**src/rtl/isr_pkg.sv**
```systemverilog
package isr_pkg;
  localparam int DATA_W     = 32;
  localparam int ADDR_W     = 8;
  localparam int NUM_TXQ    = 4;
  localparam int TXQ_LSB    = 27;
  localparam int GEN_W      = TXQ_LSB;
  localparam int RSV_BIT    = TXQ_LSB + NUM_TXQ;
  localparam logic [DATA_W-1:0] STATUS_RST = 32'h0060_8000;
  localparam logic [ADDR_W-1:0] STATUS_OFS = 8'h10;
  localparam logic [ADDR_W-1:0] MASK_OFS   = 8'h14;

  typedef logic [DATA_W-1:0] word_t;

  // Place queue and generic pulses at their status bit positions.
  function automatic word_t pack_events(input logic [NUM_TXQ-1:0] tx,
                                        input logic [GEN_W-1:0] gen);
    word_t w;
    w = '0;
    w[GEN_W-1:0] = gen;
    w[TXQ_LSB +: NUM_TXQ] = tx;
    return w;
  endfunction

  // Value of one status bit after an edge.
  function automatic logic bit_next(input logic cur, input logic evt,
                                    input logic clr);
    return (clr ? 1'b0 : cur) | evt;
  endfunction

  // Pending and enabled causes.
  function automatic logic any_pending(input word_t st, input word_t mk);
    return |(st & mk);
  endfunction
endpackage

```
**src/rtl/isr_event_latch.sv**
```systemverilog
module isr_event_latch
  import isr_pkg::*;
#(
  parameter int W = DATA_W,
  parameter logic [W-1:0] RST_VAL = STATUS_RST,
  parameter int ZERO_BIT = RSV_BIT
) (
  input  logic         clk,
  input  logic         rst_n,
  input  logic         soft_rst,
  input  logic [W-1:0] evt,
  input  logic         clr,
  output logic [W-1:0] q
);
  for (genvar i = 0; i < W; i++) begin : g_bit
    if (i == ZERO_BIT) begin : g_rsv
      assign q[i] = 1'b0;
    end else begin : g_live
      logic b;
      always_ff @(posedge clk or negedge rst_n) begin
        if (!rst_n)        b <= RST_VAL[i];
        else if (soft_rst) b <= RST_VAL[i];
        else               b <= bit_next(b, evt[i], clr);
      end
      assign q[i] = b;
    end
  end
endmodule

```
**src/rtl/isr_mask_reg.sv**
```systemverilog
module isr_mask_reg
  import isr_pkg::*;
#(
  parameter int W = DATA_W
) (
  input  logic         clk,
  input  logic         rst_n,
  input  logic         soft_rst,
  input  logic         we,
  input  logic [W-1:0] wdata,
  output logic [W-1:0] q
);
  always_ff @(posedge clk or negedge rst_n) begin
    if (!rst_n)        q <= '0;
    else if (soft_rst) q <= '0;
    else if (we)       q <= wdata;
  end
endmodule

```
**src/rtl/isr_irq_out.sv**
```systemverilog
module isr_irq_out
  import isr_pkg::*;
(
  input  logic  clk,
  input  logic  rst_n,
  input  logic  soft_rst,
  input  word_t status,
  input  word_t mask,
  output logic  irq
);
  always_ff @(posedge clk or negedge rst_n) begin
    if (!rst_n)        irq <= 1'b0;
    else if (soft_rst) irq <= 1'b0;
    else               irq <= any_pending(status, mask);
  end
endmodule

```
**src/rtl/intr_status_unit.sv**
```systemverilog
module intr_status_unit
  import isr_pkg::*;
(
  input  logic                clk,
  input  logic                rst_n,
  input  logic                soft_rst,
  input  logic [NUM_TXQ-1:0]  txq_done,
  input  logic [GEN_W-1:0]    gen_evt,
  input  logic                reg_rd,
  input  logic                reg_wr,
  input  logic [ADDR_W-1:0]   reg_addr,
  input  logic [DATA_W-1:0]   reg_wdata,
  output logic [DATA_W-1:0]   reg_rdata,
  output logic                irq
);
  // Named internal events, observed by the bound checker.
  word_t evt_vec;
  logic  hit_status, hit_mask;
  logic  rd_clear, wr_status_ign, mask_we;
  word_t status_q, mask_q;

  assign evt_vec       = pack_events(txq_done, gen_evt);
  assign hit_status    = (reg_addr == STATUS_OFS);
  assign hit_mask      = (reg_addr == MASK_OFS);
  assign rd_clear      = reg_rd & hit_status;
  assign wr_status_ign = reg_wr & hit_status;
  assign mask_we       = reg_wr & hit_mask;

  isr_event_latch #(.W(DATA_W), .RST_VAL(STATUS_RST), .ZERO_BIT(RSV_BIT)) u_status (
    .clk(clk), .rst_n(rst_n), .soft_rst(soft_rst),
    .evt(evt_vec), .clr(rd_clear), .q(status_q)
  );

  isr_mask_reg #(.W(DATA_W)) u_mask (
    .clk(clk), .rst_n(rst_n), .soft_rst(soft_rst),
    .we(mask_we), .wdata(reg_wdata), .q(mask_q)
  );

  isr_irq_out u_irq (
    .clk(clk), .rst_n(rst_n), .soft_rst(soft_rst),
    .status(status_q), .mask(mask_q), .irq(irq)
  );

  always_comb begin
    reg_rdata = '0;
    if (reg_rd) begin
      if (hit_status)    reg_rdata = status_q;
      else if (hit_mask) reg_rdata = mask_q;
    end
  end
endmodule

```
**config.mk**
```make
export PLATFORM = sky130hd
export DESIGN_NAME = intr_status_unit
export DESIGN_NICKNAME = d
export VERILOG_FILES = /design/src/rtl/isr_pkg.sv /design/src/rtl/isr_event_latch.sv /design/src/rtl/isr_mask_reg.sv /design/src/rtl/isr_irq_out.sv /design/src/rtl/intr_status_unit.sv
export SDC_FILE = /design/constraint.sdc
export NUM_CORES = 1
export LEC_CHECK = 0
export ABC_CLOCK_PERIOD_IN_PS = 3250
export BUFFER_PORTS_ARGS = -buffer_cell sky130_fd_sc_hd__buf_4
export CORE_ASPECT_RATIO = 0.75
export CORE_MARGIN = 2
export CORE_UTILIZATION = 51
export DETAILED_ROUTE_END_ITERATION = 12
export PLACE_DENSITY = 0.83
export SETUP_SLACK_MARGIN = 0.1
export SLEW_MARGIN = 20
export SYNTH_ARGS = -nofsm -noshare
export SYNTH_HDL_FRONTEND = slang
export SYNTH_SLANG_ARGS = --single-unit
export TNS_END_PERCENT = 1
```
**constraint.sdc**
```tcl
create_clock -name clk -period 3.25 [get_ports clk]
set_input_delay 0.65 -clock clk [delete_from_list [all_inputs] [get_ports clk]]
set_output_delay 0.65 -clock clk [all_outputs]
set_load 0.005 [all_outputs]
```
==> metrics.md <==
| Metric | Value |
|---|---|
| Relative max-transition margin | 47.32% |
| Minimum clock period | 2.885 ns |
| Final Max Slew Viols | 0 |
| Reg2reg end | u_irq.irq$_DFF_PN0_ |
| CTS Buffer Depth | 2 |
| Syn Area/Cell | 11.68 sq um |
| Crit-path max FO | 32 |
| Die area | 6015 sq um |
| Die Ht | 67.67 um |
| TritonCTS Sinks | 64 |
| Adder-cell share of the synthesized area | 0% |
| Mapped Nets | 312 |
| Startpoint Class | input pin |
| Reg2Reg Setup Slack | 1.74 ns |
| Overall power | 1.707 mW |
| Mapped Cells | 236 |
| Cts bufs inserted | 9 |
| Endpoints failing hold | 0 |
| Synth top area cells | dfrtp_1 55%, a22o_1 21%, a21oi_1 5.1% |
| Worst reg2reg path depth | 4 |
| Vias in the first global route | 2376 |
| Remaining global-route overflow | 0 |
| Total track usage | 27.37% |
| CP Data Required Time | 2.60 ns |
| Final Setup Violations | 0 |
| DRT iter0 DRCs | 174 |
| Worst-path clk slew | 0.06 ns |
| Initial DRT Pass Iterations | 5 |
| Status | finished clean |
| Largest family of logic cells by synthesized area | compound AO/OA/AOI/OAI gates |
| CP arrival | 2.23 ns |
| Post-route ant nets | 0 |
| DR vias/cell | 5.905 |
| Cell area after layout | 3871 sq um |
| Routed vias | 2492 |
| Post-DP HPWL | 5266 um |
| XOR/XNOR share of the synthesized area | 0% |
| IO buf count | 108 |
| Clock Latency Late Sink | 0.33 ns |
| Power per Cell Area | 440.9 nW/um^2 |
| DRC | 0 |
| Post-synth EDFFs | 0 |
| RR Startpoint | u_status.g_bit[28].g_live.b$_DFF_PN0_ |
| CP endpoint kind | output port |
| Post-synth top flop | dfrtp_1 |
| Area of the multi-input gates | 1095 sq um |
| Simple-gate area share of the yosys netlist | 7.308% |
| Nets | 418 |
| Worst Skew | 0.002875 ns |
| Final WL | 7962 um |
| Clk root buf | clkbuf_8 |
| Tcrit/Tclk final | 88.76% |
| Core area | 5266 sq um |
| Post-synth cell types | 25 |
| Proportion of synthesized area in mux cells | 0% |
| Max_cap viols | 0 |
| Leak pwr | 1.884 nW |
| Synthesized cell area | 2756 sq um |
| H-Tree Level Count | 3 |
| Chip Width | 88.89 um |
| Rows | 23 |
| Sequential cell area | 1605 sq um |
| Post-synth top area share | 55.38% |
| Number of fill cells | 390 |
| First-pass GRT wire length | 12030 um |
| HP Class | in2async |
| TNS Setup | 0 ns |
| CTS tree | yes |
| CP startpoint | reg_addr[6] |
| Synth warn | 0 |
| Postcts setup bufs | 0 |
| Area grow syn2layout | 40.44% |
| Yosys top cell by area | dfrtp_1 |
| Yosys reg bits | 64 |
| GP Congestion | 0.7919 |
| Largest net degree at the start of global routing | 65 |
| Peak Freq | 0.3467 GHz |
| Initial Utilization | 52.34% |
| Fraction of layout cells with a size suffix above 1 | 39.77% |
| Antenna violations before repair | 0 |
| Compound-Gate Fraction of Synth Area | 31.05% |
| # diodes | 0 |
| VDD IR max | 0.3410 mV |
| WL/cell | 18.87 um |
| Placed inst area | 3637 sq um |
| RSZ-0062 raised after global routing | no |
| FFs w/ async S/R, synth | 100.0% |
| Seq/Total Area, Yosys | 58.24% |
| Top Ports | 109 |
| Kind of critical path | in2out |
| Worst Max-Slew Pin Slew | 0.7902 ns |
-- power breakdown --
group          internal (mW)  leakage (nW)  switching (mW)
clock network          0.437         0.113           0.288
logic                 0.0748         0.929          0.0635
registers              0.821         0.843          0.0220
-- metrics by stage --
step | utilization, % | std cells | hold WS, ns | setup slack, ns
after floorplan | - | 236 | 0.3544 | 0.9013
after global placement | 69.07 | 406 | 0.4791 | 0.4174
after detailed placement | 69.07 | 406 | 0.4908 | 0.3273
after CTS | 73.20 | 422 | 0.4193 | 0.2949
after global routing | 73.51 | 422 | 0.4498 | 0.2585
final | 73.51 | 422 | 0.3995 | 0.3653
-- flip-flops by register name (all words and copies together) (netlist names) --
name,cells
u_mask.q,32
u_status.g_bit.g_live.b,31
u_irq.irq,1
-- cells in the mapped netlist (2+ instances only) --
cell type  count
buf_2          6
a211o_1        3
dfstp_2        3
nor2_1        30
dfrtp_1       61
a22oi_1       10
nand4_1        2
a21oi_1       28
buf_4          3
a22o_1        65
a221oi_1       2
a41oi_1        2
clkbuf_1       9
-- critical path, stage by stage --
cell and delay, ns:
buf_4 0.12, nor4_4 0.39, nand3_1 0.24, nor2_2 0.13, buf_4 0.35, a22o_1 0.23
buf_4 0.12
-- what timing repair did --
action / CTS / global route
endpoints found under the setup margin: 0 / 32
hold buffers: 0 / 0
gates resized for setup: 0 / 1
-- logic make-up after synthesis --
family | Yosys count
AO/OA/AOI/OAI | 111
flip-flops | 64
buffers and inverters | 20
AND/OR/NAND/NOR | 41
-- final cells by class --
class,instances,share of cell area (%)
sequential,64,41.47
multi-input combinational,152,28.28
tap,75,2.424
timing repair buffer,114,22.11
clock buffer,14,4.719
inverter,1,0.09696
clock inverter,2,0.9050
-- worst max-delay path by stage --
| stage | to | slack [ns] |
|---|---|---|
| global placement | reg_rdata[30] | 0.42 |
| global route | reg_rdata[30] | 0.26 |
| CTS | reg_rdata[30] | 0.29 |
| floorplan | reg_rdata[10] | 0.90 |
| detailed placement | reg_rdata[30] | 0.33 |
| finish | reg_rdata[30] | 0.37 |
-- per-layer routing --
metal	track usage (%)	wire [um]
met5	0	0
met4	9.280	71
met3	10.15	873
met2	40.49	3723
met1	37.43	3294
-- layout by cell type, fill, tap and decap left out, drive strengths merged, types with 2 or more instances in the layout --
cell type	Yosys	layout
a21oi	28	28
a41oi	2	2
a221oi	2	2
buf	10	114
dfrtp	61	61
clkbuf	9	14
dfstp	3	3
nor2	30	30
a211o	3	3
a22oi	10	10
nor3b	2	2
a22o	65	65
nand4	2	2
(Power assumes the default switching activity.)
